### config.mk
export PLATFORM = sky130hd
export DESIGN_NAME = wupd_line_ctrl
export DESIGN_NICKNAME = d
export VERILOG_FILES = /design/src/rtl/wupd_pkg.sv /design/src/rtl/wupd_dpath.sv /design/src/rtl/wupd_ctrl.sv /design/src/rtl/wupd_line_ctrl.sv
export SDC_FILE = /design/constraint.sdc
export NUM_CORES = 1
export LEC_CHECK = 0
export ABC_AREA = 1
export BUFFER_PORTS_ARGS = -buffer_cell sky130_fd_sc_hd__buf_2
export CORE_ASPECT_RATIO = 0.5
export CORE_MARGIN = 3
export CORE_UTILIZATION = 44
export DETAILED_ROUTE_END_ITERATION = 6
export GPL_TIMING_DRIVEN = 0
export PLACE_DENSITY = 0.8
export RECOVER_POWER = 100
export SLEW_MARGIN = 20
export SYNTH_ARGS = -nofsm -noshare
export SYNTH_HDL_FRONTEND = slang
export SYNTH_SLANG_ARGS = --single-unit
### constraint.sdc
create_clock -name clk -period 1.9 [get_ports clk]
set_input_delay 0.285 -clock clk [delete_from_list [all_inputs] [get_ports clk]]
set_output_delay 0.285 -clock clk [all_outputs]
set_load 0.01 [all_outputs]
### src/rtl/wupd_pkg.sv
package wupd_pkg;

  typedef enum logic [2:0] {
    LN_NONE  = 3'd0,
    LN_EXCL  = 3'd1,
    LN_SHCLN = 3'd2,
    LN_SHMOD = 3'd3,
    LN_MOD   = 3'd4
  } lineSt_e;

  typedef enum logic [2:0] {
    OP_RD     = 3'd0,
    OP_WR     = 3'd1,
    OP_RDMISS = 3'd2,
    OP_WRMISS = 3'd3,
    OP_EVICT  = 3'd4
  } cpuOp_e;

  typedef enum logic [1:0] {
    BC_NONE  = 2'd0,
    BC_RD    = 2'd1,
    BC_UPD   = 2'd2,
    BC_FLUSH = 2'd3
  } busCmd_e;

  typedef enum logic [1:0] {
    DS_CPU   = 2'd0,
    DS_FILL  = 2'd1,
    DS_SNOOP = 2'd2
  } dataSel_e;

  // strobes from control to datapath
  typedef struct packed {
    logic     stWe;
    lineSt_e  stNext;
    logic     dataWe;
    dataSel_e dataSel;
  } strobes_t;

endpackage

### src/rtl/wupd_dpath.sv
module wupd_dpath
  import wupd_pkg::*;
#(
  parameter int DW = 16
) (
  input  logic          clk,
  input  logic          rstN,
  input  strobes_t      strb,
  input  busCmd_e       busCmd,
  input  logic [DW-1:0] cpuWdata,
  input  logic [DW-1:0] busFill,
  input  logic [DW-1:0] snpData,
  output lineSt_e       lineSt,
  output logic [DW-1:0] lineData,
  output logic [DW-1:0] busData
);

  lineSt_e       stQ;
  logic [DW-1:0] dataQ;
  logic [DW-1:0] dataD;

  always_comb begin
    case (strb.dataSel)
      DS_FILL:  dataD = busFill;
      DS_SNOOP: dataD = snpData;
      default:  dataD = cpuWdata;
    endcase
  end

  always_ff @(posedge clk) begin
    if (!rstN) begin
      stQ   <= LN_NONE;
      dataQ <= '0;
    end else begin
      if (strb.stWe)   stQ   <= strb.stNext;
      if (strb.dataWe) dataQ <= dataD;
    end
  end

  always_comb begin
    case (busCmd)
      BC_UPD:   busData = cpuWdata;
      BC_FLUSH: busData = dataQ;
      default:  busData = '0;
    endcase
  end

  assign lineSt   = stQ;
  assign lineData = dataQ;

  // state register only ever holds one of the five legal codes
  p_state_legal_r1: assert property (@(posedge clk) disable iff (!rstN)
    stQ inside {LN_NONE, LN_EXCL, LN_SHCLN, LN_SHMOD, LN_MOD});

endmodule

### src/rtl/wupd_ctrl.sv
module wupd_ctrl
  import wupd_pkg::*;
#(
  parameter int DW = 16
) (
  input  logic          clk,
  input  logic          rstN,
  input  logic          cpuValid,
  input  logic [2:0]    cpuOp,
  input  logic          sharedIn,
  input  logic          busGnt,
  input  logic          snpValid,
  input  logic          snpUpd,
  input  lineSt_e       lineSt,
  input  logic [DW-1:0] lineData,
  output strobes_t      strb,
  output logic          busReq,
  output busCmd_e       busCmd,
  output logic          cpuDone,
  output logic          snpFlush
);

  typedef enum logic [1:0] {PH_IDLE, PH_RD, PH_UPD, PH_FL} phase_e;

  phase_e phaseQ, phaseD;
  logic   isShared;
  logic   isDirty;

  assign isShared = (lineSt == LN_SHCLN) || (lineSt == LN_SHMOD);
  assign isDirty  = (lineSt == LN_MOD) || (lineSt == LN_SHMOD);

  always_ff @(posedge clk) begin
    if (!rstN) phaseQ <= PH_IDLE;
    else       phaseQ <= phaseD;
  end

  always_comb begin
    case (phaseQ)
      PH_RD:   busCmd = BC_RD;
      PH_UPD:  busCmd = BC_UPD;
      PH_FL:   busCmd = BC_FLUSH;
      default: busCmd = BC_NONE;
    endcase
    busReq = (phaseQ != PH_IDLE);
  end

  always_comb begin
    strb     = '0;
    phaseD   = phaseQ;
    cpuDone  = 1'b0;
    snpFlush = 1'b0;
    if (snpValid) begin
      // snooped traffic owns the state register this cycle
      if (!snpUpd) begin
        snpFlush = isDirty;
        if (lineSt == LN_MOD) begin
          strb.stWe   = 1'b1;
          strb.stNext = LN_SHMOD;
        end
      end else if (isShared) begin
        strb.stWe    = 1'b1;
        strb.stNext  = LN_SHCLN;
        strb.dataWe  = 1'b1;
        strb.dataSel = DS_SNOOP;
      end
    end else begin
      case (phaseQ)
        PH_IDLE: if (cpuValid) begin
          case (cpuOp)
            OP_WR: begin
              if (isShared && sharedIn) begin
                phaseD = PH_UPD;
              end else begin
                cpuDone = 1'b1;
                if (lineSt != LN_NONE) begin
                  strb.stWe    = 1'b1;
                  strb.stNext  = LN_MOD;
                  strb.dataWe  = 1'b1;
                  strb.dataSel = DS_CPU;
                end
              end
            end
            OP_RDMISS, OP_WRMISS: phaseD = PH_RD;
            OP_EVICT: begin
              if (isDirty) begin
                phaseD = PH_FL;
              end else begin
                strb.stWe   = 1'b1;
                strb.stNext = LN_NONE;
                cpuDone     = 1'b1;
              end
            end
            default: cpuDone = 1'b1;
          endcase
        end
        PH_RD: if (busGnt) begin
          strb.stWe   = 1'b1;
          strb.dataWe = 1'b1;
          if (cpuOp == OP_WRMISS && !sharedIn) begin
            strb.stNext  = LN_MOD;
            strb.dataSel = DS_CPU;
            cpuDone      = 1'b1;
            phaseD       = PH_IDLE;
          end else if (cpuOp == OP_WRMISS) begin
            strb.stNext  = LN_SHCLN;
            strb.dataSel = DS_FILL;
            phaseD       = PH_UPD;
          end else begin
            strb.stNext  = sharedIn ? LN_SHCLN : LN_EXCL;
            strb.dataSel = DS_FILL;
            cpuDone      = 1'b1;
            phaseD       = PH_IDLE;
          end
        end
        PH_UPD: if (busGnt) begin
          strb.stWe    = 1'b1;
          strb.stNext  = LN_SHMOD;
          strb.dataWe  = 1'b1;
          strb.dataSel = DS_CPU;
          cpuDone      = 1'b1;
          phaseD       = PH_IDLE;
        end
        default: if (busGnt) begin
          strb.stWe   = 1'b1;
          strb.stNext = LN_NONE;
          cpuDone     = 1'b1;
          phaseD      = PH_IDLE;
        end
      endcase
    end
  end

  // a read hit leaves state and word untouched
  p_rdhit_quiet_r2: assert property (@(posedge clk) disable iff (!rstN)
    (!snpValid && phaseQ == PH_IDLE && cpuValid && cpuOp == OP_RD)
      |=> ($stable(lineSt) && $stable(lineData) && !busReq));

  // local word frozen while an update waits for its grant
  p_upd_hold_r4: assert property (@(posedge clk) disable iff (!rstN)
    (phaseQ == PH_UPD && !busGnt && !snpValid) |=> (lineData == $past(lineData)));

  // snooped read of a modified line leaves it shared-modified
  p_snprd_mod_r8: assert property (@(posedge clk) disable iff (!rstN)
    (snpValid && !snpUpd && lineSt == LN_MOD) |=> (lineSt == LN_SHMOD));

  // snooped update of a shared-modified line hands ownership away
  p_snpupd_own_r9: assert property (@(posedge clk) disable iff (!rstN)
    (snpValid && snpUpd && lineSt == LN_SHMOD) |=> (lineSt == LN_SHCLN));

  // clean eviction is immediate and silent
  p_evict_clean_r10: assert property (@(posedge clk) disable iff (!rstN)
    (!snpValid && phaseQ == PH_IDLE && cpuValid && cpuOp == OP_EVICT &&
     (lineSt == LN_EXCL || lineSt == LN_SHCLN))
      |=> (lineSt == LN_NONE && !busReq));

  // request and command held until granted
  p_req_hold_r12: assert property (@(posedge clk) disable iff (!rstN)
    (busReq && !busGnt) |=> (busReq && busCmd == $past(busCmd)));

endmodule

### src/rtl/wupd_line_ctrl.sv
module wupd_line_ctrl
  import wupd_pkg::*;
#(
  parameter int DW = 16
) (
  input  logic          clk,
  input  logic          rstN,
  input  logic          cpuValid,
  input  logic [2:0]    cpuOp,
  input  logic [DW-1:0] cpuWdata,
  output logic          cpuDone,
  input  logic          sharedIn,
  output logic          busReq,
  output logic [1:0]    busCmd,
  output logic [DW-1:0] busData,
  input  logic          busGnt,
  input  logic [DW-1:0] busFill,
  input  logic          snpValid,
  input  logic          snpUpd,
  input  logic [DW-1:0] snpData,
  output logic          snpFlush,
  output logic [2:0]    lineState,
  output logic [DW-1:0] lineData
);

  strobes_t      strb;
  busCmd_e       cmdInt;
  lineSt_e       stInt;
  logic [DW-1:0] dataInt;

  wupd_ctrl #(.DW(DW)) u_ctrl (
    .clk      (clk),
    .rstN     (rstN),
    .cpuValid (cpuValid),
    .cpuOp    (cpuOp),
    .sharedIn (sharedIn),
    .busGnt   (busGnt),
    .snpValid (snpValid),
    .snpUpd   (snpUpd),
    .lineSt   (stInt),
    .lineData (dataInt),
    .strb     (strb),
    .busReq   (busReq),
    .busCmd   (cmdInt),
    .cpuDone  (cpuDone),
    .snpFlush (snpFlush)
  );

  wupd_dpath #(.DW(DW)) u_dpath (
    .clk      (clk),
    .rstN     (rstN),
    .strb     (strb),
    .busCmd   (cmdInt),
    .cpuWdata (cpuWdata),
    .busFill  (busFill),
    .snpData  (snpData),
    .lineSt   (stInt),
    .lineData (dataInt),
    .busData  (busData)
  );

  assign busCmd    = cmdInt;
  assign lineState = stInt;
  assign lineData  = dataInt;

endmodule

Word level (Yosys, flattened, before mapping)
Index checks and enable logic that the tools add are counted.
- register bits: 21
- output and inout bits: 40
- logic and storage cells: 78
- eq/ne operators: 19
- mux-type cells: 44
- bitwise operators: 1
- reductions and logical operators: 11
- operators by type and width (operator ; count):
    $pmux 16 s2 ; 2
    $mux 7 ; 7
    $mux 2 ; 8
    $mux 4 ; 4
    $eq 3x2->1 const B ; 4
    $mux 3 ; 4
    $pmux 2 s3 ; 2
    $pmux 4 s3 ; 1
    $mux 1 ; 11
    $eq 2x2->1 const B ; 5
    $pmux 3 s3 ; 1
    $pmux 4 s2 ; 1
    $reduce_and 7->1 ; 1
    $eq 3x3->1 const B ; 2
    $ne 3x2->1 const B ; 2
    $eq 2x1->1 const B ; 2
    $ne 2x2->1 const B ; 2
    $ne 4x4->1 const B ; 1
    $pmux 2 s2 ; 1
    $reduce_bool 2->1 ; 2
    $eq 3x1->1 const B ; 1
    $pmux 1 s3 ; 1
    $reduce_bool 3->1 ; 1
    $logic_and 1x1->1 ; 2
    6 further kinds ; 7

Logic depth before layout (Yosys ltp)
- depth after elaboration: 10
- mapped depth: 11
- depth with buffers taken out: 11

Modules after synthesis
Synthesis repeated with hierarchy kept, for this count alone.
- cell total of the unflattened synthesis: 310
- area, all modules: 1835.5 um2
- by module, submodules not included (module ; instances ; cells each ; area an instance (um2)):
    wupd_dpath ; 1 ; 212 ; 1330.0
    wupd_ctrl ; 1 ; 98 ; 505.5

Least setup slack after synthesis
No wires, ideal clock.
- path kind: register to output
- start point: reg u_ctrl.phaseQ[1]
- end point: out busData[10]
- arrival: 1122 ps
- required time: 1615 ps
- path slack: 493 ps
- stages on the path, launching flop included: 5
- path buffers: 2
- cells stage by stage: dfxtp_1 clkbuf_1 buf_1 nand3_1 nand2_1
- cells in the longest elaborated chain, start to end: 4
- ends and longest elaborated chain (item ; RTL line ; RTL):
    start, declared ; wupd_ctrl.sv:25 ; phase_e phaseQ, phaseD;
    start signal, assigned ; wupd_ctrl.sv:34 ; else phaseQ <= phaseD;
    $eq 2x2->1 or $eq 2x1->1 (tied branches) ; wupd_ctrl.sv:38 ; case (phaseQ)
    $pmux 2 s3 (*) ; wupd_ctrl.sv:38 ;
    $eq 2x2->1 ; wupd_dpath.sv:41 ; case (busCmd)
    $pmux 16 s2 (*) ; wupd_dpath.sv:41 ;
    end, declared ; wupd_line_ctrl.sv:15 ; output logic [DW-1:0] busData,
Every way passes the cells marked *; elsewhere a longest branch is shown, timed or not.

Worst setup path after layout
- start point: reg u_ctrl.phaseQ[0]
- end point: out cpuDone
- cells in the longest elaborated chain, start to end: 3
- ends and longest elaborated chain (item ; RTL line ; RTL):
    $eq 2x1->1 or $logic_not 2->1 (tied branches) ; wupd_ctrl.sv:67 ; case (phaseQ)
    $pmux 1 s2 (*) ; wupd_ctrl.sv:67 ;
    $mux 1 (*) ; wupd_ctrl.sv:52 ; if (snpValid) begin
    end, declared ; wupd_line_ctrl.sv:11 ; output logic cpuDone,
Marked as above.

==> results.md <==
- Slew @ Worst Pin: around 520 ps
- DRT Wirelength: about 5400 um
- Tcrit/Tclk final: 94.6%
- # DRC: 0
- Area of the mapped netlist: 1700 um2
- FMAX: 0.556 GHz
- Non-Filler Instances: between 400 and 500
- Fill cells: approximately 370
- Final setup viols: 0
- Cell Area, Placed: around 2200 um2
- Placed Instances: between 400 and 500
- Worst hold slack: approximately 280 ps
- Synth top area cells: dfxtp_1, nand2_1, nand3_1
- NetSw: between 0.4 and 0.5 mW
- Final Critical Period: roughly 1800 ps
- Total grt overflow: 0
- Yosys top cell area share: 24.8%
- Hold-fix buffers, CTS: 0
- Nets: 446
- RSZ-0062 raised after global routing: false
- Setup TNS: 0 ps
- Dpl ws: around 71 ps
- Seq pwr share: 38.5%
- Yosys Warn Count: 0
- Chip Width: 93.8 um
- Port Buf Inserts: 97
- Worst Path Required: roughly 1600 ps
- Total power: roughly 1.3 mW
- Hold violation count in the final report: 0
- First-pass GRT wire length: 8780 um
- Arr. time, crit path: ~1500 ps
- Outcome: completed
- CTS tree: yes
- Skew final: roughly 8.6 ps
- Syn Area/Cell: 5.97 um2
- Internal power: between 0.8 and 0.9 mW
- Net Count, Synth: approximately 340
- CTS Buf Count: 3
- Std-Cell Rows: 15
- Layout cells sized above 1: between 20% and 30%
- Post-synth EDFFs: 0
- Initial drt markers: 120
- Final Cell Area: 2260 um2
- Top cells by count, synth: nand2_1, nand3_1, nor2_1, dfxtp_1, a21oi_1
- Clk root buf: clkbuf_8
- Initial antenna violation count: 0
- Post-layout util: a little under two thirds
- Via count: 2287
- Clock power share: between 20 and 25%
- WS Path Type: reg -> out
- Async SR Flop Fraction: 0%
- Slowest stage delay, CP: 410 ps
- Slowest cell on the critical path: dfxtp_1
- Worst-path maximum fanout: 19
- Number of distinct library cells after synthesis: 31
- Placeable Area: 3570 um2
- Switch share: a little under two fifths
- Max-Cap Viols: 0
- WP buf/inv: 2
- GRT Overall Usage: between 20% and 30%
- Power per cell area: ~600 nW/um2
- Wire per inst: ~12 um
- Most frequent CP cell: a21oi_1
- Initial Utilization: 47.6%
- Total iterations of the first detailed-routing run: 4
- Slew headroom: between 60% and 70%
- Area of the multi-input gates: 1120 um2
- Hold crit path type: in -> reg
- Worst-path clk slew: about 80 ps
- Mapped Cells: about 280
- Antenna-violating nets left: 0
- ANT cells: 0
- CP Capture Type: primary output
- Leading area contributor after synthesis: dfxtp_1
- Dominant synthesized flop cell: dfxtp_1
- Max-slew violations: 0
- Htree depth: 1
- Pin count of the biggest net entering global routing: 20
- Synthesized flop and latch total: 21
- DIE AREA: roughly 4700 um2
- HPWL after DPL: roughly 4200 um
- Crit path max-delay family: flip-flops
- Vias in the first global route: ~2000
- Clock Sinks: 21
- Peak VDD IR: 0.258 mV
- GPL Wtd Cong: ~0.84
- Power share of the combinational group: approximately two fifths
- Via-per-instance ratio: about 5.2
- Area Overhead vs Synth: 33.4%
- CP startpoint kind: register
- Setup WS post-layout: 102 ps
- Critical Path, Cell by Cell: buf_6 -> nand2_8 -> nor2_8 -> a21oi_1 -> a21oi_1 -> buf_2
- Chip height: about 50 um
- Clock latency on the worst-skew pair: between 200 and 300 ps
- CTS Buffer Depth: 2
- Num ports: 98
- Most numerous cell in the Yosys netlist: nand2_1
- Leak pwr: 1.13 nW
- Seq/Total Area, Yosys: around a quarter
- FF+latch area: ~420 um2
==> worst register-to-register path, stage by stage, from the launching register on <==
cell      delay (ps)
dfxtp_1          450
nand4_2          270
inv_1            280
clkbuf_2         300
nand2_1          100
nand3_2           80
nand2_1           70
a21oi_2          110
==> sequential cells by signal (all words and copies together) (netlist names) <==
| signal | count |
|---|---|
| u_dpath.lineSt | 3 |
| u_ctrl.phaseQ | 2 |
| u_dpath.lineData | 16 |
==> power by group through the flow <==
stage          Combinational [mW]  Sequential, mW  Clock, mW
2_1_floorplan               0.301           0.527          0
3_3_place_gp                0.507           0.516          0
3_5_place_dp                0.515           0.517          0
4_1_cts                     0.515           0.507      0.300
5_1_grt                     0.574           0.513      0.314
6_report                    0.517           0.508      0.294
==> layout by cell type, fill, tap and decap left out, drive strengths merged <==
master	instances
nor2	33
o21ai	14
o31ai	1
buf	72
nor3	1
clkinv	2
dfxtp	21
nand4	2
a211oi	1
a21oi	18
o21a	1
inv	14
nand3	64
nand2	98
clkbuf	45
==> final timing paths <==
check / from / endpoint / slack (ps) / depth (start not counted)
worst min-delay path: rstN / u_dpath.lineData[14] / 280 / 3
worst max-delay path: u_ctrl.phaseQ[0] / cpuDone / 100 / 6
worst min register to register: u_dpath.lineData[3] / u_dpath.lineData[3] / 500 / 2
worst max register to register: u_dpath.lineSt[1] / u_dpath.lineData[12] / 170 / 7
==> logic make-up (layout without fill, tap and decap cells) <==
kind of cell    count (synthesis)  after routing  synth area share (%)
simple gates                  198            198                  55.2
buf+inv                        30            133                  8.85
flops                          21             21                  24.8
compound gates                 35             35                  11.2
==> layer usage <==
layer / track usage (%) / up-vias / wire length (um)
li1: - / 1148 / -
met1: 29.2 / 1050 / 2360
met2: 41.0 / 85 / 2660
met3: 3.96 / 4 / 394
met4: 3.84 / 0 / 31
met5: 0 / - / 0
==> cell type report <==
class	count	share of cell area [%]
repair buffers	101	20.8
plain buffers	12	3.43
well taps	51	2.82
clock buffers	4	1.99
multi-input cells	233	49.6
flip-flops and latches	21	18.6
inverters	16	2.71
==> repair_timing <==
action | 4_1_cts | 5_1_grt
setup endpoints to repair | 10 | 12
pin swaps | 0 | 1
setup buffers | 0 | 4
gates resized for setup | 2 | 1
No activity file was read; power rests on OpenSTA's default activity.
